[src/rtl/cbd_pkg.sv]
package cbd_pkg;

  typedef enum logic [2:0] {
    RG_NONE, RG_PROM, RG_XPORT, RG_SROM, RG_IN0, RG_IN1, RG_OUT0, RG_OUT1
  } region_e;

  typedef struct packed {
    logic prom_rd;
    logic prom_hi;
    logic prom_lo;
    logic xp_sel;
    logic xp_rd_hi;
    logic xp_rd_lo;
    logic xp_wr_hi;
    logic xp_wr_lo;
    logic srom_rd;
    logic srom_hi;
    logic srom_lo;
    logic in0;
    logic in1;
    logic out0;
    logic out1;
  } strobes_t;

  // Region of a 64 KiB page (address bits 23:16).
  function automatic region_e page_region(input logic [7:0] pg);
    region_e r;
    r = RG_NONE;
    if (pg[7:4] == 4'h0)                  r = RG_PROM;
    else if (pg[7:4] == 4'h2)             r = RG_XPORT;
    else if (pg[7:4] == 4'hC)             r = RG_SROM;
    else if (pg[7:4] == 4'h3) begin
      case (pg[3:1])
        3'b000:  r = RG_IN0;
        3'b001:  r = RG_IN1;
        3'b100:  r = RG_OUT0;
        3'b101:  r = RG_OUT1;
        default: r = RG_NONE;
      endcase
    end
    return r;
  endfunction

  // Edges from the start of a cycle until acknowledge; 0 = never.
  function automatic int unsigned ack_edges(input region_e r, input logic rd,
                                            input logic prom_slow,
                                            input int unsigned xwait);
    int unsigned n;
    if (r == RG_NONE) return 0;
    n = 1;
    if (rd && r == RG_PROM && prom_slow) n = n + 1;
    if (rd && r == RG_XPORT)             n = n + xwait;
    return n;
  endfunction

endpackage

[src/rtl/cbd_remap.sv]
module cbd_remap #(
  parameter int ADDR_W = 24,
  parameter int VEC_BITS = 10
) (
  input  logic              clk,
  input  logic              rst_n,
  input  logic [ADDR_W-1:1] addr_i,
  input  logic              swap_i,
  output logic [1:0]        hi_o,
  output logic              in_window_o
);
  localparam int HI_W = ADDR_W - VEC_BITS;

  logic unused_low;
  assign unused_low  = ^addr_i[VEC_BITS-1:1];
  assign in_window_o = (addr_i[ADDR_W-1:VEC_BITS] == '0);
  assign hi_o = (swap_i && in_window_o) ? 2'b11 : addr_i[ADDR_W-1:ADDR_W-2];

  // without the swap the high pair passes through unchanged
  assert_remap_pass_R10: assert property (@(posedge clk) disable iff (!rst_n)
    !swap_i |-> hi_o == addr_i[ADDR_W-1:ADDR_W-2]);
  // outside the window the swap changes nothing
  assert_remap_window_R10: assert property (@(posedge clk) disable iff (!rst_n)
    (addr_i[ADDR_W-1:ADDR_W-2] != 2'b00) |-> hi_o == addr_i[ADDR_W-1:ADDR_W-2]);

  logic unused_hw;
  assign unused_hw = (HI_W > 0);
endmodule

[src/rtl/cbd_region_decode.sv]
module cbd_region_decode
  import cbd_pkg::*;
(
  input  logic     clk,
  input  logic     rst_n,
  input  logic [7:0] page_i,
  input  logic     as_n,
  input  logic     uds_n,
  input  logic     lds_n,
  input  logic     rw_i,
  output region_e  region_o,
  output logic     live_o,
  output strobes_t stb_n_o
);
  logic ub, lb, any, rd, wr;
  strobes_t on;

  assign region_o = page_region(page_i);
  assign ub  = !as_n && !uds_n;
  assign lb  = !as_n && !lds_n;
  assign any = ub || lb;
  assign rd  = rw_i;
  assign wr  = !rw_i;
  assign live_o = any && (region_o != RG_NONE);

  always_comb begin
    on = '0;
    unique case (region_o)
      RG_PROM: begin
        on.prom_rd = rd && any;
        on.prom_hi = rd && ub;
        on.prom_lo = rd && lb;
      end
      RG_XPORT: begin
        on.xp_sel   = any;
        on.xp_rd_hi = rd && ub;
        on.xp_rd_lo = rd && lb;
        on.xp_wr_hi = wr && ub;
        on.xp_wr_lo = wr && lb;
      end
      RG_SROM: begin
        on.srom_rd = rd && any;
        on.srom_hi = rd && ub;
        on.srom_lo = rd && lb;
      end
      RG_IN0:  on.in0  = rd && lb;
      RG_IN1:  on.in1  = rd && lb;
      RG_OUT0: on.out0 = wr && lb;
      RG_OUT1: on.out1 = wr && lb;
      default: on = '0;
    endcase
  end

  assign stb_n_o = ~on;

  // no strobe while the address strobe is high
  assert_idle_quiet_R6: assert property (@(posedge clk) disable iff (!rst_n)
    as_n |-> &stb_n_o);
  // at most one region select at a time
  assert_one_region_R11: assert property (@(posedge clk) disable iff (!rst_n)
    $onehot0({!stb_n_o.prom_rd, !stb_n_o.xp_sel, !stb_n_o.srom_rd,
              !stb_n_o.in0, !stb_n_o.in1, !stb_n_o.out0, !stb_n_o.out1}));
  // input strobes only on odd-lane reads
  assert_in_odd_R4: assert property (@(posedge clk) disable iff (!rst_n)
    (!stb_n_o.in0 || !stb_n_o.in1) |-> (!lds_n && rw_i));
  // output strobes only on odd-lane writes
  assert_out_odd_R5: assert property (@(posedge clk) disable iff (!rst_n)
    (!stb_n_o.out0 || !stb_n_o.out1) |-> (!lds_n && !rw_i));
endmodule

[src/rtl/cbd_ack_timer.sv]
module cbd_ack_timer #(
  parameter int CNT_W = 3
) (
  input  logic             clk,
  input  logic             rst_n,
  input  logic             as_n,
  input  logic             live_i,
  input  logic [CNT_W-1:0] need_i,
  output logic             ack_n
);
  localparam logic [CNT_W-1:0] CNT_MAX = '1;

  logic [CNT_W-1:0] cnt_q;
  logic             reached;

  always_ff @(posedge clk or negedge rst_n) begin
    if (!rst_n)             cnt_q <= '0;
    else if (!live_i)       cnt_q <= '0;
    else if (cnt_q != CNT_MAX) cnt_q <= cnt_q + 1'b1;
  end

  assign reached = (need_i != '0) && (cnt_q >= need_i);
  assign ack_n   = !(live_i && reached);

  // acknowledge never appears without a cycle already running on the last edge
  assert_ack_after_edge_R7: assert property (@(posedge clk) disable iff (!rst_n)
    $fell(ack_n) |-> $past(!as_n));
  // once given, acknowledge holds while the same cycle continues
  assert_ack_hold_R9: assert property (@(posedge clk) disable iff (!rst_n)
    (!ack_n && live_i && $stable(need_i)) |=> (ack_n == !live_i) || as_n);
  // acknowledge released while the address strobe is high
  assert_ack_release_R6: assert property (@(posedge clk) disable iff (!rst_n)
    as_n |-> ack_n);
endmodule

[src/rtl/cpu_bus_decoder.sv]
module cpu_bus_decoder
  import cbd_pkg::*;
#(
  parameter int ADDR_W   = 24,
  parameter int XWAIT_W  = 2,
  parameter int VEC_BITS = 10
) (
  input  logic              clk,
  input  logic              rst_n,
  input  logic [ADDR_W-1:1] addr_i,
  input  logic              as_n,
  input  logic              uds_n,
  input  logic              lds_n,
  input  logic              rw_i,
  input  logic              prom_slow_i,
  input  logic [XWAIT_W-1:0] xp_wait_i,
  input  logic              vec_swap_i,
  output logic [1:0]        addr_hi_o,
  output logic              prom_rd_n,
  output logic              prom_rd_hi_n,
  output logic              prom_rd_lo_n,
  output logic              xp_sel_n,
  output logic              xp_rd_hi_n,
  output logic              xp_rd_lo_n,
  output logic              xp_wr_hi_n,
  output logic              xp_wr_lo_n,
  output logic              srom_rd_n,
  output logic              srom_rd_hi_n,
  output logic              srom_rd_lo_n,
  output logic              in0_rd_n,
  output logic              in1_rd_n,
  output logic              out0_wr_n,
  output logic              out1_wr_n,
  output logic              ack_n
);
  localparam int MAX_NEED = 2 ** XWAIT_W + 1;
  localparam int CNT_W    = $clog2(MAX_NEED + 1);

  logic [1:0]       hi_eff;
  logic             in_window;
  logic [7:0]       page;
  region_e          region;
  logic             live;
  strobes_t         stb_n;
  logic [CNT_W-1:0] need;

  cbd_remap #(.ADDR_W(ADDR_W), .VEC_BITS(VEC_BITS)) remap_i (
    .clk(clk), .rst_n(rst_n), .addr_i(addr_i), .swap_i(vec_swap_i),
    .hi_o(hi_eff), .in_window_o(in_window)
  );

  assign page = {hi_eff, addr_i[ADDR_W-3:ADDR_W-8]};

  cbd_region_decode decode_i (
    .clk(clk), .rst_n(rst_n), .page_i(page), .as_n(as_n), .uds_n(uds_n),
    .lds_n(lds_n), .rw_i(rw_i), .region_o(region), .live_o(live),
    .stb_n_o(stb_n)
  );

  assign need = CNT_W'(ack_edges(region, rw_i, prom_slow_i, int'(xp_wait_i)));

  cbd_ack_timer #(.CNT_W(CNT_W)) timer_i (
    .clk(clk), .rst_n(rst_n), .as_n(as_n), .live_i(live), .need_i(need),
    .ack_n(ack_n)
  );

  assign addr_hi_o    = hi_eff;
  assign prom_rd_n    = stb_n.prom_rd;
  assign prom_rd_hi_n = stb_n.prom_hi;
  assign prom_rd_lo_n = stb_n.prom_lo;
  assign xp_sel_n     = stb_n.xp_sel;
  assign xp_rd_hi_n   = stb_n.xp_rd_hi;
  assign xp_rd_lo_n   = stb_n.xp_rd_lo;
  assign xp_wr_hi_n   = stb_n.xp_wr_hi;
  assign xp_wr_lo_n   = stb_n.xp_wr_lo;
  assign srom_rd_n    = stb_n.srom_rd;
  assign srom_rd_hi_n = stb_n.srom_hi;
  assign srom_rd_lo_n = stb_n.srom_lo;
  assign in0_rd_n     = stb_n.in0;
  assign in1_rd_n     = stb_n.in1;
  assign out0_wr_n    = stb_n.out0;
  assign out1_wr_n    = stb_n.out1;

  // a swapped vector fetch never selects the program ROM
  assert_swap_no_prom_R10: assert property (@(posedge clk) disable iff (!rst_n)
    (vec_swap_i && in_window) |-> prom_rd_n);
  // unmapped cycles are never acknowledged
  assert_unmapped_noack_R11: assert property (@(posedge clk) disable iff (!rst_n)
    (region == RG_NONE) |-> ack_n);
endmodule

[config.mk]
export PLATFORM = sky130hd
export DESIGN_NAME = cpu_bus_decoder
export DESIGN_NICKNAME = d
export VERILOG_FILES = /design/src/rtl/cbd_pkg.sv /design/src/rtl/cbd_remap.sv /design/src/rtl/cbd_region_decode.sv /design/src/rtl/cbd_ack_timer.sv /design/src/rtl/cpu_bus_decoder.sv
export SDC_FILE = /design/constraint.sdc
export NUM_CORES = 1
export LEC_CHECK = 0
export ABC_CLOCK_PERIOD_IN_PS = 3800
export BUFFER_PORTS_ARGS = -buffer_cell sky130_fd_sc_hd__buf_2
export CORE_UTILIZATION = 32
export DETAILED_ROUTE_END_ITERATION = 7
export PLACE_DENSITY = 0.69
export SYNTH_ARGS = -nofsm -noshare
export SYNTH_HDL_FRONTEND = slang
export SYNTH_HIERARCHICAL = 1
export SYNTH_SLANG_ARGS = --single-unit
[constraint.sdc]
create_clock -name clk -period 3.8 [get_ports clk]
set_input_delay 0.19 -clock clk [delete_from_list [all_inputs] [get_ports clk]]
set_output_delay 0.19 -clock clk [all_outputs]
set_load 0.03 [all_outputs]
Word level (Yosys, flattened, before mapping)
Cells that the tools add are included.

Input port bits: 33. Output and inout bits: 18. Word-level logic and storage cells: 66. Bits in registers: 3.

Bitwise gates (word level): 1. Magnitude comparators: 1. Equal/unequal tests: 15. Reduce and logical (&&, ||, !) cells: 26. $add $sub $neg: 2. Multiplexer cells: 20.

Operators by type and width (count): two-way mux 3 bit (11); equality test 3 bit (second input constant) (6); NOT 15 bit (1); logical AND 1 bit (14); zero test 14 bit (1); one-hot mux 3 bit (4 select lines) (1); equality test 4 x 2 -> 1 bit (second input constant) (2); equality test 3 x 1 -> 1 bit (second input constant) (2); equality test 3 x 2 -> 1 bit (second input constant) (2); zero test 3 bit (2); nonzero test 3 bit (2); zero test 1 bit (5); two-way mux 1 bit (5); two-way mux 5 bit (1); equality test 4 bit (second input constant) (1); zero test 4 bit (1); two-way mux 2 bit (2); adder 3 x 1 -> 3 bit (second input constant) (1); adder 3 x 2 -> 3 bit (1); greater-or-equal comparator 3 bit (1); != test 3 bit (second input constant) (1); != test 2 bit (second input constant) (1); logical OR 1 bit (1).

Longest topological paths before layout
Gate-level depths: netlist of run 1.

Word-level depth: 20. Mapped depth: 16. Gate-level depth less buffers: 16.

By module
The synthesis of run 1 kept the hierarchy.

By module, submodules not included: cbd_region_decode (cells each 43, times used 1, sequential area each 0.0 um^2, area an instance 252.7 um^2); cbd_ack_timer (cells each 22, times used 1, sequential area each 75.1 um^2, area an instance 225.2 um^2); cpu_bus_decoder (cells each 15, times used 1, sequential area each 0.0 um^2, area an instance 113.9 um^2); cbd_remap (cells each 10, times used 1, sequential area each 0.0 um^2, area an instance 72.6 um^2).

Least setup slack after synthesis of run 1
Ideal clock, no wire load.

Kind: input -> output. Start point: input addr_i[16] (netlist bit). End point: output ack_n. Data required time: 3.610 ns. Data arrival time: 5.232 ns. Cell stages on the path: 12. Setup slack: -1.622 ns. Cell sequence: or4_1 > o41ai_1 > or2_4 > a211o_1 > nand2_1 > nor2b_1 > nand3_1 > ha_1 > fa_1 > nand2_1 > a21oi_2 > o311ai_0.

Longest elaborated chain between the ends: 20.

RTL lines: start, declared (line cpu_bus_decoder.sv:10) `input logic [ADDR_W-1:1] addr_i,`; zero test 14 bit * (line cbd_remap.sv:16) `assign in_window_o = (addr_i[ADDR_W-1:VEC_BITS] == '0);`; logical AND 1 bit * (line cbd_remap.sv:17) `assign hi_o = (swap_i && in_window_o) ? 2'b11 : addr_i[ADDR_W-1:ADDR_W-2];`; two-way mux 2 bit * (line cbd_remap.sv:17); named net addr_hi_o[0] (line cpu_bus_decoder.sv:18) `output logic [1:0] addr_hi_o,`; equality test 4 x 2 -> 1 bit (line cbd_pkg.sv:32) `else if (pg[7:4] == 4'h3) begin`; two-way mux 3 bit (line cbd_pkg.sv:32); two-way mux 3 bit (line cbd_pkg.sv:31) `else if (pg[7:4] == 4'hC) r = RG_SROM;`; two-way mux 3 bit (line cbd_pkg.sv:30) `else if (pg[7:4] == 4'h2) r = RG_XPORT;`; [... 1 more ...]; named net region[1] (line cpu_bus_decoder.sv:42) `region_e region;`; [... 5 more ...]; adder 3 x 2 -> 3 bit (line cbd_pkg.sv:52) `if (rd && r == RG_XPORT) n = n + xwait;`; two-way mux 3 bit (line cbd_pkg.sv:52); two-way mux 3 bit * (line cbd_pkg.sv:50) `n = 1;`; named net need[1] (line cpu_bus_decoder.sv:45) `logic [CNT_W-1:0] need;`; greater-or-equal comparator 3 bit / nonzero test 3 bit (equally long branches) (line cbd_ack_timer.sv:22) `assign reached = (need_i != '0) && (cnt_q >= need_i);`; logical AND 1 bit * (line cbd_ack_timer.sv:22); logical AND 1 bit * (line cbd_ack_timer.sv:23) `assign ack_n = !(live_i && reached);`; zero test 1 bit * (line cbd_ack_timer.sv:23); end, declared (line cpu_bus_decoder.sv:34) `output logic ack_n`.

The timed path passes the listed nets; every way through them passes the cells marked *. The select of a mux whose other input is x is not followed.

Worst setup path after layout of run 1
Start point: input addr_i[12] (netlist bit). End point: output ack_n.

Longest elaborated chain between the ends: 20.

RTL lines: zero test 14 bit * (line cbd_remap.sv:16); logical AND 1 bit * (line cbd_remap.sv:17); two-way mux 2 bit * (line cbd_remap.sv:17); equality test 4 x 2 -> 1 bit (line cbd_pkg.sv:32); two-way mux 3 bit (line cbd_pkg.sv:32); two-way mux 3 bit (line cbd_pkg.sv:31); two-way mux 3 bit (line cbd_pkg.sv:30); two-way mux 3 bit * (line cbd_pkg.sv:29) `if (pg[7:4] == 4'h0) r = RG_PROM;`; named net region[0] (line cpu_bus_decoder.sv:42); [... 5 more ...]; adder 3 x 2 -> 3 bit (line cbd_pkg.sv:52); two-way mux 3 bit (line cbd_pkg.sv:52); two-way mux 3 bit * (line cbd_pkg.sv:50); named net need[1] (line cpu_bus_decoder.sv:45); greater-or-equal comparator 3 bit / nonzero test 3 bit (equally long branches) (line cbd_ack_timer.sv:22); logical AND 1 bit * (line cbd_ack_timer.sv:22); logical AND 1 bit * (line cbd_ack_timer.sv:23); zero test 1 bit * (line cbd_ack_timer.sv:23).

Marked as above.

==> summary.md, run 1 <==
| Metric | Value |
|---|---|
| Syn Inst Count | around 90 |
| DR WL met2 | between 1000 and 1500 um |
| CP max-delay cell | or4_4 |
| Max-slew violation count | 0 |
| Detail Placement HPWL | around 1800 um |
| Actual slew at the worst max-slew pin | just over 600 ps |
| DR WL met3 | between 40 and 50 um |
| Post-Syn Nets | 128 |
| Clk pwr share | 0.309 |
| Post-route cell area | about 1200 um^2 |
| Mean area per synthesized cell | 7.41 um^2 |
| Final Instance Count excl. Fillers | about 180 |
| RD Place Congestion | roughly 0.78 |
| DR pass1 iterations | 3 |
| Vias in the first global route | between 800 and 900 |
| Critical Path RT | between 3000 and 4000 ps |
| Hold Crit Class | input pin to asynchronous set/reset pin |
| Core ar. | approximately 1800 um^2 |
| Worst setup EP type | primary output |
| Biggest regs | timer_i/cnt_q: 3 flops |
| Sw frac | 0.336 |
| MaxCap Viol Count | 0 |
| Largest net degree at the start of global routing | 11 |
| Clock skew | approximately 1.6 ps |
| CTS Buffer Depth | 2 |
| ANT nets after route | 0 |
| Worst flop-to-flop path startpoint | timer_i/cnt_q[0] |
| Area of the multi-input gates | between 600 and 700 um^2 |
| DRC viols | 0 |
| Wirelength, routed | around 2200 um |
| Status | completed |
| Core Util, Final | 0.667 |
| Worst reg-to-reg path cell count | 4 |
| Clk pin slew, worst setup/hold paths | ~40 ps |
| Register area | roughly 75 um^2 |
| H-Tree Depth | 1 |
| Logic pwr share | 0.505 |
| Slew headroom | 0.589 |
| Worst-skew pair later-pin latency | roughly 230 ps |
| Area delta synth->final | 86.2% |
| Fin crit share | 0.998 |
| First-pass GRT wire length | about 3300 um |
| Initial antenna violation count | 0 |
| Hold Vio Cnt, Final | 0 |
| Worst R2R End | timer_i/cnt_q[0] |
| CTS Root Cell | clkbuf_4 |
| Worst path max stage delay | approximately 570 ps |
| Cell Rows | 15 |
| Filler cell count | 158 |
| CTS Sinks | 3 |
| Flop pwr share | 0.186 |
| Critical path arrival | 3600 ps |
| NetSw | 0.0600 mW |
| CP startpoint | addr_i[12] |
| Placed insts | approximately 170 |
| Pre-CTS setup slack | -87.4 ps |
| Setup CP Type | input pin to primary output |
| Min setup slack post-route | 7.62 ps |
| Total Die Area | 2220 um^2 |
| Worst-path cell chain | buf_6, or4_4, o41ai_4, buf_4, buf_4, xnor2_1, a32o_2, nand3_4, ha_4, fa_1, nand2_1, a21oi_2, inv_1, ha_1, nand2_1, o21ai_2, o311ai_4, buf_6 |
| I/O Buffers | slightly above 40 |
| # diodes | 0 |
| Fmax achieved | 264 MHz |
| IO Count | 51 |
| RSZ-0062 raised after global routing | true |
| Via-to-Cell Ratio | roughly 4.9 |
| CP bufs+invs | 5 |
| Crit-path max FO | 5 |
| Top reg by flops | timer_i/cnt_q |
| Drt first-iter violations | 10 |
| Top sig layer | met3 |
| Ys Warns | 6 |
| Area post-placement | ~1100 um^2 |
| Die H | ~47 um |
| Die X | about 47 um |
| Routed vias | 889 |
| Synthesized cell area | between 600 and 700 um^2 |
| Setup violators final | 0 |
| WL met1 | 907 um |
| Worst vdd ir | roughly 0.000086 V |
| Min cycle time layout | about 3800 ps |
| CP top delay family | compound AO/OA/AOI/OAI gates |
| Gr usage total | 0.207 |
| P_int | between 0.1 and 0.15 mW |
| Initial Util | 0.358 |
| CP Launch Type | input pin |
| Total grt overflow | 0 |
| Layout cells sized above 1 | 0.558 |
| WL/cell | around 12 um |
| Nets | a little under 200 |
| TritonCTS clock tree | done |
| Leak Pwr | between 0.5 and 0.6 nW |
| P per Cell Area | about 150 nW/um^2 |
| Flop2flop setup slack | roughly 2500 ps |
| Flip-flop count of the largest register after layout | 3 |
| Num CTS Buffers | 3 |
power by group through the flow:
stage / clock (mW) / combinational (mW) / sequential (mW)
final: 0.0552 / 0.0901 / 0.0333
after global routing: 0.0617 / 0.0974 / 0.0333
after CTS: 0.0576 / 0.0822 / 0.0333
after detailed placement: 0 / 0.0767 / 0.0337
after global placement: 0 / 0.0730 / 0.0336
after floorplan: 0 / 0.0408 / 0.0335
cells in the final DEF (no fill, tap or decap), drive strengths merged, types with 3 or more instances in the layout:
cell type   n
nor2        3
a21oi       6
nand2      15
ha          6
dfrtp       3
or4         4
clkbuf      4
nor2b       6
nand2b      3
buf        64
inv         7
nand3       3
nor3        4
per-stage QoR:
stage | total power [mW] | hold slack, ps | TNS (ps)
2_1_floorplan | 0.0742 | -106 | -225
5_1_grt | 0.193 | 290 | -129
6_report | 0.179 | 288 | 0
3_3_place_gp | 0.107 | -16.4 | 0
4_1_cts | 0.173 | 281 | -23.2
3_5_place_dp | 0.110 | -8.95 | -87.4
worst max path at each step:
stage / endpoint / slack, ps / depth (start not counted)
after detailed placement: ack_n / -90 / 18
after global placement: ack_n / 2 / 18
after global routing: ack_n / -130 / 18
after floorplan: ack_n / -230 / 16
after CTS: ack_n / -20 / 18
final: ack_n / 8 / 18
routing by layer:
| metal | track usage | vias up |
|---|---|---|
| met5 | 0 | - |
| met4 | 0.0171 | 0 |
| met3 | 0.0346 | 0 |
| met2 | 0.414 | 15 |
| met1 | 0.234 | 418 |
| li1 | - | 456 |
worst register-to-register path, delay by kind of cell (launching register included):
family        cells  cell delay, ps
xor+xnor          1             140
fa+ha+maj         2             460
flops             1             410
simple gates      1             150
timing repair:
item,4_1_cts,5_1_grt
resized for setup,5,7
endpoints found under the setup margin,1,1
hold buffers,1,0
setup buffers,4,4
endpoints found under the hold margin,3,0
pin swaps,8,8
area by class of cell:
class	instances	share of cell area
inverters	7	0.0216
well taps	25	0.0258
repair buffers	65	0.335
flip-flops and latches	3	0.0619
multi-input cells	77	0.534
clock buffers	4	0.0216
(Power assumes the default switching activity.)
==> inputs of run 2 (changes only) <==
--- a/config.mk
+++ b/config.mk
@@ -7,9 +7,9 @@
 export LEC_CHECK = 0
 export ABC_CLOCK_PERIOD_IN_PS = 3800
 export BUFFER_PORTS_ARGS = -buffer_cell sky130_fd_sc_hd__buf_2
-export CORE_UTILIZATION = 32
+export CORE_UTILIZATION = 35
 export DETAILED_ROUTE_END_ITERATION = 7
-export PLACE_DENSITY = 0.69
+export PLACE_DENSITY = 0.75
 export SYNTH_ARGS = -nofsm -noshare
 export SYNTH_HDL_FRONTEND = slang
 export SYNTH_HIERARCHICAL = 1
==> run 2 against run 1 <==
Against the previous run:
- sequential power is essentially flat
- clock skew grew 0.76 ps
- final cell count grew 1.7%
- via count grew 3.3%
- global-route usage grew 4.2 points
- first-iteration DRC count grew 30%
- register-to-register slack gained 20 ps
- setup slack gained 8.5 ps
- critical path depth is the same
- final area grew 4.4%
- clock power shrank 3%
- die area shrank 8.2%
==> summary.md, run 2 (synthesis results as in run 1) <==
| Metric | Value |
|---|---|
| Met3 GRT Util | 0.0400 (+0.00538) |
| Gr usage total | 0.249 (+0.0416) |
| Largest net degree at the start of global routing | 11 (unchanged) |
| # diodes | 0 (unchanged) |
| MaxCap Viol Count | 0 (unchanged) |
| Cell Rows | 15 (unchanged) |
| Total power | 0.184 mW (+2.8%) |
| Core ar. | 1730 um^2 (-5.2%) |
| Sw frac | 0.330 (-0.00633) |
| DR pass1 iterations | 4 (+1) |
| H-Tree Depth | 1 (unchanged) |
| Total grt overflow | 0 (unchanged) |
| NetSw | 0.0605 mW (+0.84%) |
| I/O Buffers | 41 (unchanged) |
| Clk pwr share | 0.291 (-0.018) |
| Final Instance Count excl. Fillers | 184 (+1.7%) |
| Post-route cell area | 1270 um^2 (+4.4%) |
| Setup CP Type | input pin to primary output |
| Setup violators final | 0 (unchanged) |
| Sum Neg Setup Slack | 0 ps (unchanged) |
| Biggest regs | timer_i/cnt_q: 3 flops |
| GR Layer Usage met2 | 0.470 (+0.0557) |
| Crit-path max FO | 3 (-2) |
| Wirelength, routed | 2300 um (+5.3%) |
| Vias in the first global route | 922 (+10%) |
| Logic pwr share | 0.528 (+0.023) |
| Worst-skew pair later-pin latency | 220 ps (about the same) |
| Initial Util | 0.378 (+0.0195) |
| Status | completed |
| Flip-flop count of the largest register after layout | 3 (unchanged) |
| Via-to-Cell Ratio | 4.99 (+1.6%) |
| Initial antenna violation count | 0 (unchanged) |
| Critical Path RT | 3610 ps (about the same) |
| CTS Buffer Depth | 2 (unchanged) |
| Die X | 45.2 um (-4.2%) |
| Flop pwr share | 0.181 (-0.005) |
| WL/cell | 12.5 um (+3.6%) |
| GRT met1 Usage | 0.267 (+0.0327) |
| Die H | 45.2 um (-4.2%) |
| Hold Slack | 314 ps (+25.6 ps) |
| CTS Root Cell | clkbuf_4 |
| Routed vias | 918 (+3.3%) |
| Top Usage Layer GRT | met2 |
| P_int | 0.123 mW (+3.8%) |
| CP Launch Type | input pin |
| Actual slew at the worst max-slew pin | 583 ps (-28.0 ps) |
| Layout cells sized above 1 | 0.585 (+0.0272) |
| DRC viols | 0 (unchanged) |
| Min cycle time layout | 3780 ps (-8.46 ps) |
| Nets | 200 (+1.5%) |
| Leak Pwr | 0.596 nW (+5.0%) |
| Fin crit share | 0.996 (-0.00223) |
| Worst vdd ir | 0.000124 V (+45%) |
| Most frequent cells in the layout | buf_2 (37), buf_4 (24), nand2_1 (14) |
| CTS Sinks | 3 (unchanged) |
| Total Die Area | 2040 um^2 (-8.2%) |
| Hold Crit Class | input pin to asynchronous set/reset pin |
| P per Cell Area | 145 nW/um^2 (-1.6%) |
| RD Place Congestion | 0.827 (+5.9%) |
| IO Count | 51 (unchanged) |
| RSZ-0062 raised after global routing | true |
| Critical path arrival | 3590 ps (about the same) |
| ANT nets after route | 0 (unchanged) |
| Worst setup EP type | primary output |
| Area post-placement | 1080 um^2 (+2.1%) |
| First-pass GRT wire length | 3710 um (+12%) |
| Num CTS Buffers | 3 (unchanged) |
| TritonCTS clock tree | done |
| Area delta synth->final | 94.4% |
| Fmax achieved | 264 MHz (+0.22%) |
| Commonest non-fill, non-tap cell in the layout | buf_2 |
| Top reg by flops | timer_i/cnt_q |
| Detail Placement HPWL | 1780 um (+1.0%) |
| Clock skew | 2.39 ps (+0.760 ps) |
| Hold Vio Cnt, Final | 0 (unchanged) |
| Slew headroom | 0.608 (+0.0188) |
| Max-slew violation count | 0 (unchanged) |
| Drt first-iter violations | 13 (+3) |
| Clk pin slew, worst setup/hold paths | 40 ps (about the same) |
| Placed insts | 171 (+1.8%) |
## run 2: cell types whose count changed in the layout (fill, tap and decap cells not counted), sizes merged
cell	delta
buf	+3
## run 2: worst paths after layout
kind,start,end,slack [ps],cells past startpoint
min in group clk,as_n,timer_i/cnt_q[1],510,4
max in group asynchronous,rst_n,timer_i/cnt_q[1],3380,2
setup reg to reg,timer_i/cnt_q[0],timer_i/cnt_q[0],2540,4
setup / recovery,addr_i[12],ack_n,20,18
hold reg to reg,timer_i/cnt_q[1],timer_i/cnt_q[1],610,2
hold / removal,rst_n,timer_i/cnt_q[0],310,2
## run 2: power by group through the flow
stage / clock, mW / combinational, mW / sequential [mW]
6_report: 0.0535 / 0.0969 / 0.0332
5_1_grt: 0.0609 / 0.105 / 0.0332
3_3_place_gp: 0 / 0.0764 / 0.0335
4_1_cts: 0.0535 / 0.0936 / 0.0332
3_5_place_dp: 0 / 0.0798 / 0.0336
2_1_floorplan: 0 / 0.0408 / 0.0335
## run 2: layer usage
layer | wire length [um] | share of wire | vias up
li1 | - | - | 459
met1 | 931 | 0.40 | 436
met2 | 1280 | 0.56 | 19
met3 | 57 | 0.025 | 4
met4 | 31 | 0.013 | 0
met5 | 0 | 0 | -
## run 2: repair_timing
action / CTS / global route
gates resized for setup: 16 / 3
hold endpoints to repair: 3 / 0
hold buffers: 1 / 0
setup endpoints to repair: 1 / 1
pin swaps: 16 / 13
setup buffers: 7 / 1
cloned: 0 / 0
## run 2: area by class of cell
cell class | count | area, um^2
flip-flops and latches | 3 | 75.1
repair buffers | 68 | 443
multi-input cells | 77 | 666
inverters | 7 | 26.3
well taps | 25 | 31.3
fillers | 133 | 459
clock buffers | 4 | 26.3
## run 2: through the flow
| stage | utilization | setup WS, ps |
|---|---|---|
| floorplan | - | -225 |
| global placement | 0.628 | -43.9 |
| detailed placement | 0.628 | -114 |
| CTS | 0.720 | -23.1 |
| global route | 0.734 | -109 |
| finish | 0.734 | 16.1 |
## run 2: worst max-delay path, cell delays in order
cell and delay, ps:
buf_6 90, or4_4 560, o41ai_4 410, buf_4 190
buf_6 100, xnor2_2 110, a32o_2 180, nand3_4 100
ha_4 160, fa_1 470, nand2_1 60, a21oi_2 150
inv_1 60, ha_1 270, nand2_1 60, o21ai_2 160
o311ai_4 110, buf_6 150
==> inputs of run 3 (changes only) <==
==> constraint.sdc (replaced) <==
create_clock -name clk -period 3.8 [get_ports clk]
set_input_delay 0.76 -clock clk [delete_from_list [all_inputs] [get_ports clk]]
set_output_delay 0.76 -clock clk [all_outputs]
set_load 0.03 [all_outputs]
==> run 3 against run 2 <==
Against the previous run:
- the flow now finishes with violations (setup timing)
- first-iteration DRC count down 7.7%
- clock skew rose by 6.4 ps
- maximum frequency shrank 24%
- global-route usage decreased by 1.7 points
- setup slack got worse by 1200 ps
- die area stayed put
- power is 1.9% lower
- final area decreased by 3.6%
- critical path depth unchanged
- critical path type unchanged
- largest cell class unchanged
==> summary.md, run 3 (synthesis results as in run 1) <==
| Metric | Value |
|---|---|
| Actual slew at the worst max-slew pin | 495 ps (-88.4 ps) |
| Fmax achieved | 202 MHz (-24%) |
| MaxCap Viol Count | 0 (unchanged) |
| Clk pin slew, worst setup/hold paths | 40 ps (about the same) |
| Area delta synth->final | 87.5% |
| TritonCTS clock tree | done |
| Worst flop-to-flop path startpoint | timer_i/cnt_q[1] |
| Commonest non-fill, non-tap cell in the layout | buf_2 |
| Vias in the first global route | 856 (-7.2%) |
| IO Count | 51 (unchanged) |
| P_int | 0.118 mW (-4.0%) |
| Logic pwr share | 0.492 (-0.036) |
| Largest net degree at the start of global routing | 11 (unchanged) |
| H-Tree Depth | 1 (unchanged) |
| Worst-path cell chain | buf_2, or4_4, o41ai_4, buf_4, nor4b_2, and2_1, nor2b_2, nand3_2, ha_4, fa_1, nand2_1, a21oi_2, inv_1, ha_1, nand2_1, o21ai_2, o311ai_4, buf_6 |
| Worst-skew pair later-pin latency | 240 ps (+20 ps) |
| DR pass1 iterations | 4 (unchanged) |
| Leak Pwr | 0.581 nW (-2.5%) |
| Worst setup EP type | primary output |
| WL/cell | 12.1 um (-3.0%) |
| Layout cells sized above 1 | 0.566 (-0.0189) |
| Detail Placement HPWL | 1830 um (+2.3%) |
| # diodes | 0 (unchanged) |
| Initial Util | 0.378 (unchanged) |
| CTS Buffer Depth | 2 (unchanged) |
| Flip-flop count of the largest register after layout | 3 (unchanged) |
| DRC viols | 0 (unchanged) |
| Sw frac | 0.344 (+0.0143) |
| RSZ-0062 raised after global routing | true |
| NetSw | 0.0619 mW (+2.3%) |
| Nets | 200 (unchanged) |
| Hold Vio Cnt, Final | 0 (unchanged) |
| Filler cell count | 145 (+9.0%) |
| Wirelength, routed | 2230 um (-3.0%) |
| RD Place Congestion | 0.768 (-7.2%) |
| Max-slew violation count | 0 (unchanged) |
| Hold Crit Class | input pin to asynchronous set/reset pin |
| Crit path top cell by count | nand2_1 |
| Total power | 0.180 mW (-1.9%) |
| Sum Neg Setup Slack | -1150 ps (-1150 ps) |
| Total grt overflow | 0 (unchanged) |
| Worst vdd ir | 0.0000844 V (-32%) |
| CTS Sinks | 3 (unchanged) |
| Drt first-iter violations | 12 (-1) |
| Register area | 75.1 um^2 (unchanged) |
| Gr usage total | 0.232 (-0.0170) |
| Die H | 45.2 um (unchanged) |
| Clk pwr share | 0.324 (+0.033) |
| Crit-path max FO | 3 (unchanged) |
| Status | finished with violations |
| P per Cell Area | 147 nW/um^2 (+1.7%) |
| CTS Root Cell | clkbuf_4 |
| Num CTS Buffers | 3 (unchanged) |
| Biggest regs | timer_i/cnt_q: 3 flops |
| Most frequent cells in the layout | buf_2 (38), buf_4 (26), nand2_1 (14) |
| Slew headroom | 0.668 (+0.0594) |
| Critical path arrival | 4190 ps (+600 ps) |
| Fin crit share | 1.30 (+0.307) |
| CP Launch Type | input pin |
| Clock skew | 8.82 ps (+6.43 ps) |
| Initial antenna violation count | 0 (unchanged) |
| Violations in the final reports | setup timing |
| Routed vias | 932 (+1.5%) |
| Min cycle time layout | 4950 ps (+1160 ps) |
| First-pass GRT wire length | 3350 um (-9.5%) |
| I/O Buffers | 41 (unchanged) |
| Flop pwr share | 0.184 (+0.003) |
| Critical Path RT | 3040 ps (-570 ps) |
| Cell Rows | 15 (unchanged) |
| Min setup slack post-route | -1150 ps (-1160 ps) |
| Via-to-Cell Ratio | 5.07 (+1.5%) |
| ANT nets after route | 0 (unchanged) |
| Worst path max stage delay | 560 ps (about the same) |
| Area of the multi-input gates | 633 um^2 (-4.9%) |
| Setup violators final | 1 (+1) |
| CP startpoint | addr_i[12] |
| Top reg by flops | timer_i/cnt_q |
| Core ar. | 1730 um^2 (unchanged) |
| Die X | 45.2 um (unchanged) |
| CP max-delay cell | or4_4 |
| Setup CP Type | input pin to primary output |
| Total Die Area | 2040 um^2 (unchanged) |
run 3: cell types whose count changed in the layout (fill, tap and decap cells not counted), sizes merged:
cell         previous run  this run
dlygate4sd3             1         0
buf                    67        68
run 3: area by class of cell:
type	count	share of cell area
sequential	3	0.0614
inverter	7	0.0215
clock buffer	4	0.0215
timing repair buffer	68	0.352
tap	25	0.0256
multi-input combinational	77	0.518
run 3: per-stage QoR:
step	area [um^2]	cells	setup WS [ps]	hold slack [ps]	util
finish	1220	184	-1150	310	0.708
floorplan	717	88	-1370	464	-
global route	1220	184	-1310	292	0.708
CTS	1180	182	-1130	302	0.683
global placement	1110	175	-1120	554	0.646
detailed placement	1110	175	-1200	564	0.646
run 3: worst paths after layout:
path	end	slack [ps]	depth (start not counted)
max in group asynchronous	timer_i/cnt_q[2]	3370	1
worst min-delay path	timer_i/cnt_q[0]	310	1
worst max-delay path	ack_n	-1150	18
worst max register to register	timer_i/cnt_q[0]	2540	4
min in group clk	timer_i/cnt_q[2]	610	2
worst min register to register	timer_i/cnt_q[2]	610	2
run 3: layer usage:
layer | global-route usage | part of all wire | vias up
met2 | 0.446 | 0.55 | 29
met1 | 0.227 | 0.40 | 441
met3 | 0.0600 | 0.042 | 2
met5 | 0 | 0 | -
li1 | - | - | 460
met4 | 0.103 | 0.0063 | 0
run 3: critical path: cells and delay by family:
kind	cells	cell delay (ps)
buffers and inverters	4	500
and+or+nand+nor	7	1200
adders and majority gates	3	910
AOI/OAI and AO/OA	4	830
run 3: timing repair:
action	in CTS	in global routing
hold buffers	0	0
pin swaps	4	9
gates resized for setup	5	7
setup endpoints to repair	1	2
buffers inserted	3	2
hold endpoints to repair	0	0
run 3: power groups by stage:
| stage | Clock, mW | Combinational (mW) | Sequential [mW] |
|---|---|---|---|
| 5_1_grt | 0.0662 | 0.0954 | 0.0332 |
| 3_3_place_gp | 0 | 0.0776 | 0.0336 |
| 4_1_cts | 0.0608 | 0.0847 | 0.0332 |
| 2_1_floorplan | 0 | 0.0408 | 0.0335 |
| 3_5_place_dp | 0 | 0.0805 | 0.0336 |
| 6_report | 0.0583 | 0.0885 | 0.0332 |
